File: src/rtl/gbx_ptr.sv
module gbx_ptr #(
  parameter int STEP  = 3,
  parameter int BUF_W = 16,
  parameter int PTR_W = $clog2(BUF_W)
) (
  input  logic             clk_i,
  input  logic             rst_ni,
  input  logic             adv_i,
  output logic [PTR_W-1:0] ptr_o
);
  localparam logic [PTR_W:0] STEP_L = (PTR_W+1)'(STEP);
  localparam logic [PTR_W:0] SIZE_L = (PTR_W+1)'(BUF_W);

  logic [PTR_W-1:0] ptr_q;
  logic [PTR_W:0]   sum;
  logic [PTR_W:0]   nxt;

  always_comb begin
    sum = {1'b0, ptr_q} + STEP_L;
    nxt = (sum >= SIZE_L) ? sum - SIZE_L : sum;
  end

  always_ff @(posedge clk_i or negedge rst_ni) begin
    if (!rst_ni)    ptr_q <= '0;
    else if (adv_i) ptr_q <= nxt[PTR_W-1:0];
  end

  assign ptr_o = ptr_q;
endmodule

File: src/rtl/gbx_store.sv
module gbx_store #(
  parameter int IN_W  = 3,
  parameter int BUF_W = 16,
  parameter int PTR_W = $clog2(BUF_W)
) (
  input  logic             clk_i,
  input  logic             rst_ni,
  input  logic             wr_en_i,
  input  logic [PTR_W-1:0] wptr_i,
  input  logic [IN_W-1:0]  data_i,
  output logic [BUF_W-1:0] bits_o
);
  localparam logic [PTR_W:0] SIZE_L = (PTR_W+1)'(BUF_W);

  logic [PTR_W-1:0] widx [IN_W];
  logic [BUF_W-1:0] mem_q;

  for (genvar gi = 0; gi < IN_W; gi++) begin : g_widx
    logic [PTR_W:0] raw;
    assign raw = {1'b0, wptr_i} + (PTR_W+1)'(gi);
    assign widx[gi] = (raw >= SIZE_L) ? PTR_W'(raw - SIZE_L) : raw[PTR_W-1:0];
  end

  always_ff @(posedge clk_i or negedge rst_ni) begin
    if (!rst_ni) begin
      mem_q <= '0;
    end else if (wr_en_i) begin
      for (int i = 0; i < IN_W; i++) mem_q[widx[i]] <= data_i[i];
    end
  end

  assign bits_o = mem_q;
endmodule

File: src/rtl/gbx_tap.sv
module gbx_tap #(
  parameter int OUT_W = 6,
  parameter int BUF_W = 16,
  parameter int PTR_W = $clog2(BUF_W)
) (
  input  logic [BUF_W-1:0] bits_i,
  input  logic [PTR_W-1:0] rptr_i,
  output logic [OUT_W-1:0] data_o
);
  localparam logic [PTR_W:0] SIZE_L = (PTR_W+1)'(BUF_W);

  for (genvar gj = 0; gj < OUT_W; gj++) begin : g_tap
    logic [PTR_W:0]   raw;
    logic [PTR_W-1:0] idx;
    assign raw = {1'b0, rptr_i} + (PTR_W+1)'(gj);
    assign idx = (raw >= SIZE_L) ? PTR_W'(raw - SIZE_L) : raw[PTR_W-1:0];
    assign data_o[gj] = bits_i[idx];
  end
endmodule

File: src/rtl/gbx_level.sv
module gbx_level #(
  parameter int IN_W  = 3,
  parameter int OUT_W = 6,
  parameter int BUF_W = 16,
  parameter int CNT_W = $clog2(BUF_W + 1)
) (
  input  logic clk_i,
  input  logic rst_ni,
  input  logic wr_i,
  input  logic rd_i,
  output logic space_ok_o,
  output logic data_ok_o
);
  localparam logic [CNT_W-1:0] ADD_L  = CNT_W'(IN_W);
  localparam logic [CNT_W-1:0] SUB_L  = CNT_W'(OUT_W);
  localparam logic [CNT_W-1:0] ROOM_L = CNT_W'(BUF_W - IN_W);

  logic [CNT_W-1:0] cnt_q;
  logic [CNT_W-1:0] cnt_d;

  always_comb begin
    cnt_d = cnt_q;
    if (wr_i) cnt_d = cnt_d + ADD_L;
    if (rd_i) cnt_d = cnt_d - SUB_L;
  end

  always_ff @(posedge clk_i or negedge rst_ni) begin
    if (!rst_ni) cnt_q <= '0;
    else         cnt_q <= cnt_d;
  end

  assign space_ok_o = (cnt_q <= ROOM_L);
  assign data_ok_o  = (cnt_q >= SUB_L);
endmodule

File: src/rtl/bit_gearbox.sv
module bit_gearbox #(
  parameter int IN_W  = 3,
  parameter int OUT_W = 6,
  parameter int BUF_W = 16
) (
  input  logic             clk_i,
  input  logic             rst_ni,
  input  logic             valid_i,
  input  logic [IN_W-1:0]  data_i,
  output logic             ready_o,
  output logic             valid_o,
  output logic [OUT_W-1:0] data_o,
  input  logic             ready_i
);
  localparam int PTR_W = $clog2(BUF_W);
  localparam int CNT_W = $clog2(BUF_W + 1);

  logic             wr_fire;
  logic             rd_fire;
  logic [PTR_W-1:0] wptr;
  logic [PTR_W-1:0] rptr;
  logic [BUF_W-1:0] bits;

  assign wr_fire = valid_i & ready_o;
  assign rd_fire = valid_o & ready_i;

  gbx_ptr #(.STEP(IN_W), .BUF_W(BUF_W), .PTR_W(PTR_W)) u_wptr (
    .clk_i(clk_i), .rst_ni(rst_ni), .adv_i(wr_fire), .ptr_o(wptr)
  );

  gbx_ptr #(.STEP(OUT_W), .BUF_W(BUF_W), .PTR_W(PTR_W)) u_rptr (
    .clk_i(clk_i), .rst_ni(rst_ni), .adv_i(rd_fire), .ptr_o(rptr)
  );

  gbx_store #(.IN_W(IN_W), .BUF_W(BUF_W), .PTR_W(PTR_W)) u_store (
    .clk_i(clk_i), .rst_ni(rst_ni), .wr_en_i(wr_fire), .wptr_i(wptr),
    .data_i(data_i), .bits_o(bits)
  );

  gbx_tap #(.OUT_W(OUT_W), .BUF_W(BUF_W), .PTR_W(PTR_W)) u_tap (
    .bits_i(bits), .rptr_i(rptr), .data_o(data_o)
  );

  gbx_level #(.IN_W(IN_W), .OUT_W(OUT_W), .BUF_W(BUF_W), .CNT_W(CNT_W)) u_level (
    .clk_i(clk_i), .rst_ni(rst_ni), .wr_i(wr_fire), .rd_i(rd_fire),
    .space_ok_o(ready_o), .data_ok_o(valid_o)
  );
endmodule

File: config.mk
export PLATFORM = sky130hd
export DESIGN_NAME = bit_gearbox
export DESIGN_NICKNAME = d
export VERILOG_FILES = /design/src/rtl/gbx_ptr.sv /design/src/rtl/gbx_store.sv /design/src/rtl/gbx_tap.sv /design/src/rtl/gbx_level.sv /design/src/rtl/bit_gearbox.sv
export SDC_FILE = /design/constraint.sdc
export NUM_CORES = 1
export LEC_CHECK = 0
export CORE_ASPECT_RATIO = 0.7
export CORE_MARGIN = 8
export CORE_UTILIZATION = 67
export CTS_BUF_LIST = sky130_fd_sc_hd__clkbuf_4 sky130_fd_sc_hd__clkbuf_8
export CTS_CLUSTER_SIZE = 28
export DETAILED_ROUTE_END_ITERATION = 8
export DONT_BUFFER_PORTS = 1
export GPL_ROUTABILITY_DRIVEN = 0
export PLACE_DENSITY_LB_ADDON = 0.15
export SKIP_LAST_GASP = 1
export SLEW_MARGIN = 15
export SYNTH_ARGS = -nofsm -noshare
export SYNTH_HDL_FRONTEND = slang
export SYNTH_SLANG_ARGS = --single-unit
export TNS_END_PERCENT = 50
File: constraint.sdc
create_clock -name clk_i -period 3.3 [get_ports clk_i]
set_clock_uncertainty 0.05 [all_clocks]
set_input_delay 0.66 -clock clk_i [delete_from_list [all_inputs] [get_ports clk_i]]
set_output_delay 0.66 -clock clk_i [all_outputs]
set_load 0.05 [all_outputs]
* Word level (Yosys, flattened, before mapping)
Cells that the tools add are included.
** Word-level totals
- Register bits :: 29
- Input port bits :: 7
- Word-level logic and storage cells :: 90
- Output and inout bits :: 8
** Operators by class
- Reductions and logical operators :: 3
- $lt $le $gt $ge :: 25
- Bitwise operators :: 2
- Add/subtract/negate cells :: 22
- Muxes and demuxes :: 34
** Operators with widths (number)
- 16-bit bitwise mux :: 3
- 5-bit >= comparator (second input constant) :: 9
- 4-bit by 5-bit less-than comparator with 1-bit output (second input constant) :: 9
- 4-bit 2-to-1 mux :: 11
- 4-bit by 1-bit subtractor with 4-bit output (second input constant) :: 11
- 1-bit binary-select mux with 4-bit select :: 6
- 4-bit by 2-bit adder with 5-bit output (second input constant) :: 4
- 4-bit by 3-bit adder with 5-bit output (second input constant) :: 3
- 1-bit demux with 4-bit select :: 3
- 4-bit by 1-bit >= comparator with 1-bit output (second input constant) :: 3
- 4-bit by 1-bit adder with 5-bit output (second input constant) :: 2
- 4-bit by 5-bit >= comparator with 1-bit output (second input constant) :: 2
- 5-bit 2-to-1 mux :: 2
- 1-bit 2-to-1 mux :: 9
- 5-bit by 2-bit adder with 5-bit output (second input constant) :: 1
- 5-bit by 3-bit >= comparator with 1-bit output (second input constant) :: 1
- 5-bit by 4-bit <= comparator with 1-bit output (second input constant) :: 1
- 5-bit by 3-bit subtractor with 5-bit output (second input constant) :: 1
- 1-bit logical AND :: 3
- 1-bit bitwise AND :: 2

* Logic depth before layout (Yosys ltp)
- Depth in word-level cells :: 9
- Gate-level depth with buffers :: 8
- Gate-level depth less buffers :: 8

* Cells and area by module
A second synthesis with hierarchy kept.
** Unflattened totals
- Cell total of the unflattened synthesis :: 298
- Area, all modules :: 2917.8 um^2
** By module, submodules not included
- gbx_store :: sequential area each 400.4 um^2, instances 1, area each 1519.0 um^2, cells an instance 189
- gbx_tap :: sequential area each 0.0 um^2, instances 1, area each 713.2 um^2, cells an instance 45
- gbx_level :: sequential area each 125.1 um^2, instances 1, area each 360.3 um^2, cells an instance 35
- gbx_ptr (u_wptr) :: sequential area each 100.1 um^2, instances 1, area each 173.9 um^2, cells an instance 14
- gbx_ptr (u_rptr) :: sequential area each 75.1 um^2, instances 1, area each 138.9 um^2, cells an instance 13
- bit_gearbox :: sequential area each 0.0 um^2, instances 1, area each 12.5 um^2, cells an instance 2

* Worst setup path after synthesis
Ideal clock, no wire load.
- Path type :: register to output
- Start point :: reg u_rptr.ptr_q[1] (netlist: u_rptr.ptr_o[1])
- End point :: out data_o[3]
- Required time :: 2.590 ns
- Path slack :: 0.608 ns
- Cell stages (with the launch flop) :: 6
- Arrival time :: 1.982 ns
- Cells stage by stage :: dfrtp_1 > buf_2 > inv_1 > ha_1 > mux4_2 > mux2_2
** On the way
- Longest elaborated chain between the ends :: 5
** RTL lines
- from (decl) :: RTL line gbx_ptr.sv:14 : logic [PTR_W-1:0] ptr_q;
- from (signal assigned) :: RTL line gbx_ptr.sv:25 : else if (adv_i) ptr_q <= nxt[PTR_W-1:0];
- 4-bit by 2-bit adder with 5-bit output * :: RTL line gbx_tap.sv:15 : assign raw = {1'b0, rptr_i} + (PTR_W+1)'(gj);
- 4-bit by 1-bit subtractor with 4-bit output / 5-bit >= comparator (equally long branches) :: RTL line gbx_tap.sv:16 : assign idx = (raw >= SIZE_L) ? PTR_W'(raw - SIZE_L) : raw[PTR_W-1:0];
- 4-bit 2-to-1 mux * :: RTL line gbx_tap.sv:16
- 1-bit binary-select mux with 4-bit select * :: RTL line gbx_tap.sv:17 : assign data_o[gj] = bits_i[idx];
- 1-bit 2-to-1 mux (implied by the code) * :: RTL line gbx_tap.sv:17
- to (decl) :: RTL line bit_gearbox.sv:12 : output logic [OUT_W-1:0] data_o,
Mark *: on every way between the ends. The rest lies on a longest branch, timed or not. The select of a mux whose other input is x is not followed.

* Worst setup path after layout
- Start point :: reg u_rptr.ptr_q[2] (netlist: u_rptr.ptr_o[2])
- End point :: out data_o[3]
Same word-level chain as after synthesis.

==> out/metrics.csv <==
stage,metric,value,unit
yosys,synth_adder_area_share,6.05,%
hold_path,hold_path_class,reg2reg,
clock_network,worstSkewPairLatency,0.29,ns
placed_design,place_inst,385,
critical_path,crit_path_slowest_cell,mux4_2,
critical_path,worstSetupEndpoint,data_o[3],
global_routing,grtUsageMet2,32.0,%
clock_network,cts_setup_buffers,0,
critical_path,r2r-end,u_store.bits_o[13],
clock_network,worst_setup_hold_path_clk_slew,0.11,ns
sta,final.setup.worst_slack,0.336,ns
critical_path,path_class,reg2out,
clock_network,tritoncts.num_buffers,3,
flow_run,number_of_violations_of_the_max_capacitance_limit,0,
placed_design,place.detailed.hpwl,5.63,mm
global_routing,use_met3,6.24,%
final_layout,final_cell_count_no_fill,392,
sta,unrepaired_setup_endpoints_after_global_routing,false,
yosys,synth-xor-area-share,5.77,%
critical_path,timing.critical_path.slowest_cell_delay,0.53,ns
yosys,post_synth_num_cell_types,49,
critical_path,timing.critical_path.required,2.59,ns
global_routing,first_global_vias,2388,
critical_path,reg2reg_setup_slack,0.66,ns
critical_path,timing.rr.start,u_wptr.ptr_o[2],
floorplanning,coreArea,4400,um^2
detailed_routing,drt_wl_total,8.03,mm
global_routing,pin_count_of_the_biggest_net_entering_global_routing,27,
yosys,synth_enable_flop_cells,0,
final_layout,post-route-util,71.2,%
global_routing,globalRouteMet1Util,30.2,%
critical_path,worstSetupEndpointType,output port,
global_routing,total_routing_usage_gr,21.9,%
clock_network,cts.sink_count,28,
detailed_routing,drt_drc_violations_left,0,
global_routing,grt_pass1_wl,12.7,mm
sta,min_period,2.96,ns
floorplanning,die_x,97.3,um
critical_path,gate_family_responsible_for_the_most_delay_along_the_worst_path,multiplexers,
yosys,post_synth_mux_area_share,14.0,%
detailed_routing,avgRoutedWirePerCell,20.5,um
sta,setup-tns-final,0,ns
clock_network,cts_tree,built,
sta,max_clock_freq,337,MHz
clock_network,clk_root_buffer_cell,clkbuf_8,
yosys,yosysSeqAreaShare,22.6,%
critical_path,crit_buf_inv,1,
sta,setup_violations,0,
final_layout,mostFrequentLayoutCell,nand2_1,
detailed_routing,drt-vias-per-instance,7.06,
yosys,synth-compound-area-share,22.1,%
yosys,ys_async_sr_fraction,100,%
detailed_routing,first_iter_violations,262,
critical_path,crit_path_max_fanout,5,
sta,fin_crit_sh,89.8,%
sta,timing_max_transition_violations_final,0,
yosys,synth_area_per_cell,8.76,um^2
final_layout,most-common-layout-cells,"nand2_1, a31oi_1, dfrtp_1, mux2_2",
floorplanning,chipHeight,72.9,um
floorplanning,std_cell_rows,20,
final_layout,antenna_cells,0,
floorplanning,design.portCount,15,
floorplanning,floorplan.initialDensity,70.4,%
detailed_routing,route.vias.total,2766,
global_routing,antenna_found_initial,0,
yosys,syn-cell-area,3100,um^2
sta,worst-slew-pin-transition,0.846,ns
yosys,yosysWarnings,0,
yosys,postSynth.topFlopCell,dfrtp_1,
critical_path,timing.critical_path.cells,inv_1 > ha_1 > mux4_2 > mux2_2,
critical_path,crit_start,u_rptr.ptr_o[2],
yosys,postSynthNetCount,376,
critical_path,ff2ff_path_depth,6,
sta,max_slew_margin,43.4,%
placed_design,port_buffers,0,
yosys,ys_seq_elements,28,
critical_path,worst-path-stages,4,
yosys,yosys.area_share.simple,20.5,%
detailed_routing,detail-route-antenna-nets,0,
placed_design,dp_worst_setup_slack,0.672,ns
critical_path,arrival,2.25,ns
final_layout,syn_to_final_growth,1.13,%
outcome,status,completed,
clock_network,ctsHtreeMaxLevel,1,
final_layout,fraction_of_final_layout_cells_sized_beyond_drive_strength_1,17.2,%
yosys,synth_top_family_by_area,compound AO/OA/AOI/OAI gates,
final_layout,nNetsFinal,360,
sta,finalHoldViolCount,0,
floorplanning,die_area,7100,um^2
detailed_routing,drtPass1Iterations,5,
global_routing,gr-max-usage-layer,met2,
critical_path,crit_path_start_kind,flip-flop,
global_routing,grt.overflow.total,0,
clock_network,cts.path.max_buffers,2,
yosys,syn_inst,354,
flip-flops by register name, summed over array words and instances, names as in the netlist:
register and cells:
u_level.cnt_q 5, u_rptr.ptr_o 3, u_store.bits_o 16, u_wptr.ptr_o 4
layout make-up:
type	instances	area, um^2
multi-input combinational	277	2120
tap	55	68.8
clock inverter	1	30.0
inverter	12	45.0
sequential	28	701
clock buffer	3	41.3
timing repair buffer	16	128
fill	354	1270
timing repair:
item,4_1_cts,5_1_grt
setup endpoints to repair,0,0
hold buffers,2,1
endpoints found under the hold margin,10,17
resized for setup,0,0
worst register-to-register path, stage by stage, from the launching register on:
cell      delay (ns)
dfrtp_1         0.53
ha_1            0.52
and3b_1         0.50
buf_4           0.25
o211ai_1        0.10
a31oi_1         0.22
mux2_2          0.36
metal layers:
| metal | routed length [um] | vias to the layer above |
|---|---|---|
| met4 | 223 | 0 |
| met1 | 3640 | 1270 |
| li1 | - | 1289 |
| met2 | 3360 | 172 |
| met3 | 799 | 35 |
| met5 | 0 | - |
cells by family after synthesis:
family | count (synthesis)
buf+inv | 49
compound gates | 92
mux | 33
simple gates | 123
fa+ha+maj | 15
xor+xnor | 14
flops | 28
worst min path at each step:
stage / cells after the start / start / slack [ns] / to
floorplan: 0 / rst_ni / 0.31 / u_level.cnt_q[0]
global placement: 0 / rst_ni / 0.32 / u_wptr.ptr_o[2]
detailed placement: 0 / rst_ni / 0.32 / u_wptr.ptr_o[3]
CTS: 0 / rst_ni / 0.0002 / u_level.cnt_q[2]
global route: 1 / u_store.bits_o[5] / 0.52 / u_store.bits_o[5]
finish: 1 / u_store.bits_o[5] / 0.50 / u_store.bits_o[5]
metrics by stage:
step,instance area (um^2),hold WS (ns)
after floorplan,3100,0.314
after global placement,3040,0.315
after detailed placement,3040,0.315
after CTS,3130,0.000169
after global routing,3140,0.518
final,3140,0.500
cell usage after synthesis, types with 5 or more instances:
master     instances  share of area [%]
buf_6              7                2.5
ha_1              15                6.1
buf_2             15                2.4
nor2b_1            9                1.8
nor2_1            15                1.8
o211ai_1          10                2.4
nor3_1            12                1.9
nand3_1           15                2.4
clkbuf_1           9                1.1
o21bai_1           6                1.5
o2111ai_1         10                2.8
nand2_1           32                3.9
inv_1             12                1.5
xnor2_1            5                1.4
nand2b_1           6                1.2
a31oi_1           28                5.6
o21ai_0           11                1.8
mux2_2            23                8.4
nand4_1           15                3.0
buf_4              6                1.5
mux4_2             6                4.4
dfrtp_1           28                 23
xor2_1             6                1.7
Power is left out: the tool's default activity adds up to more than one toggle a clock period on the data nets, which glitch-free logic cannot reach.
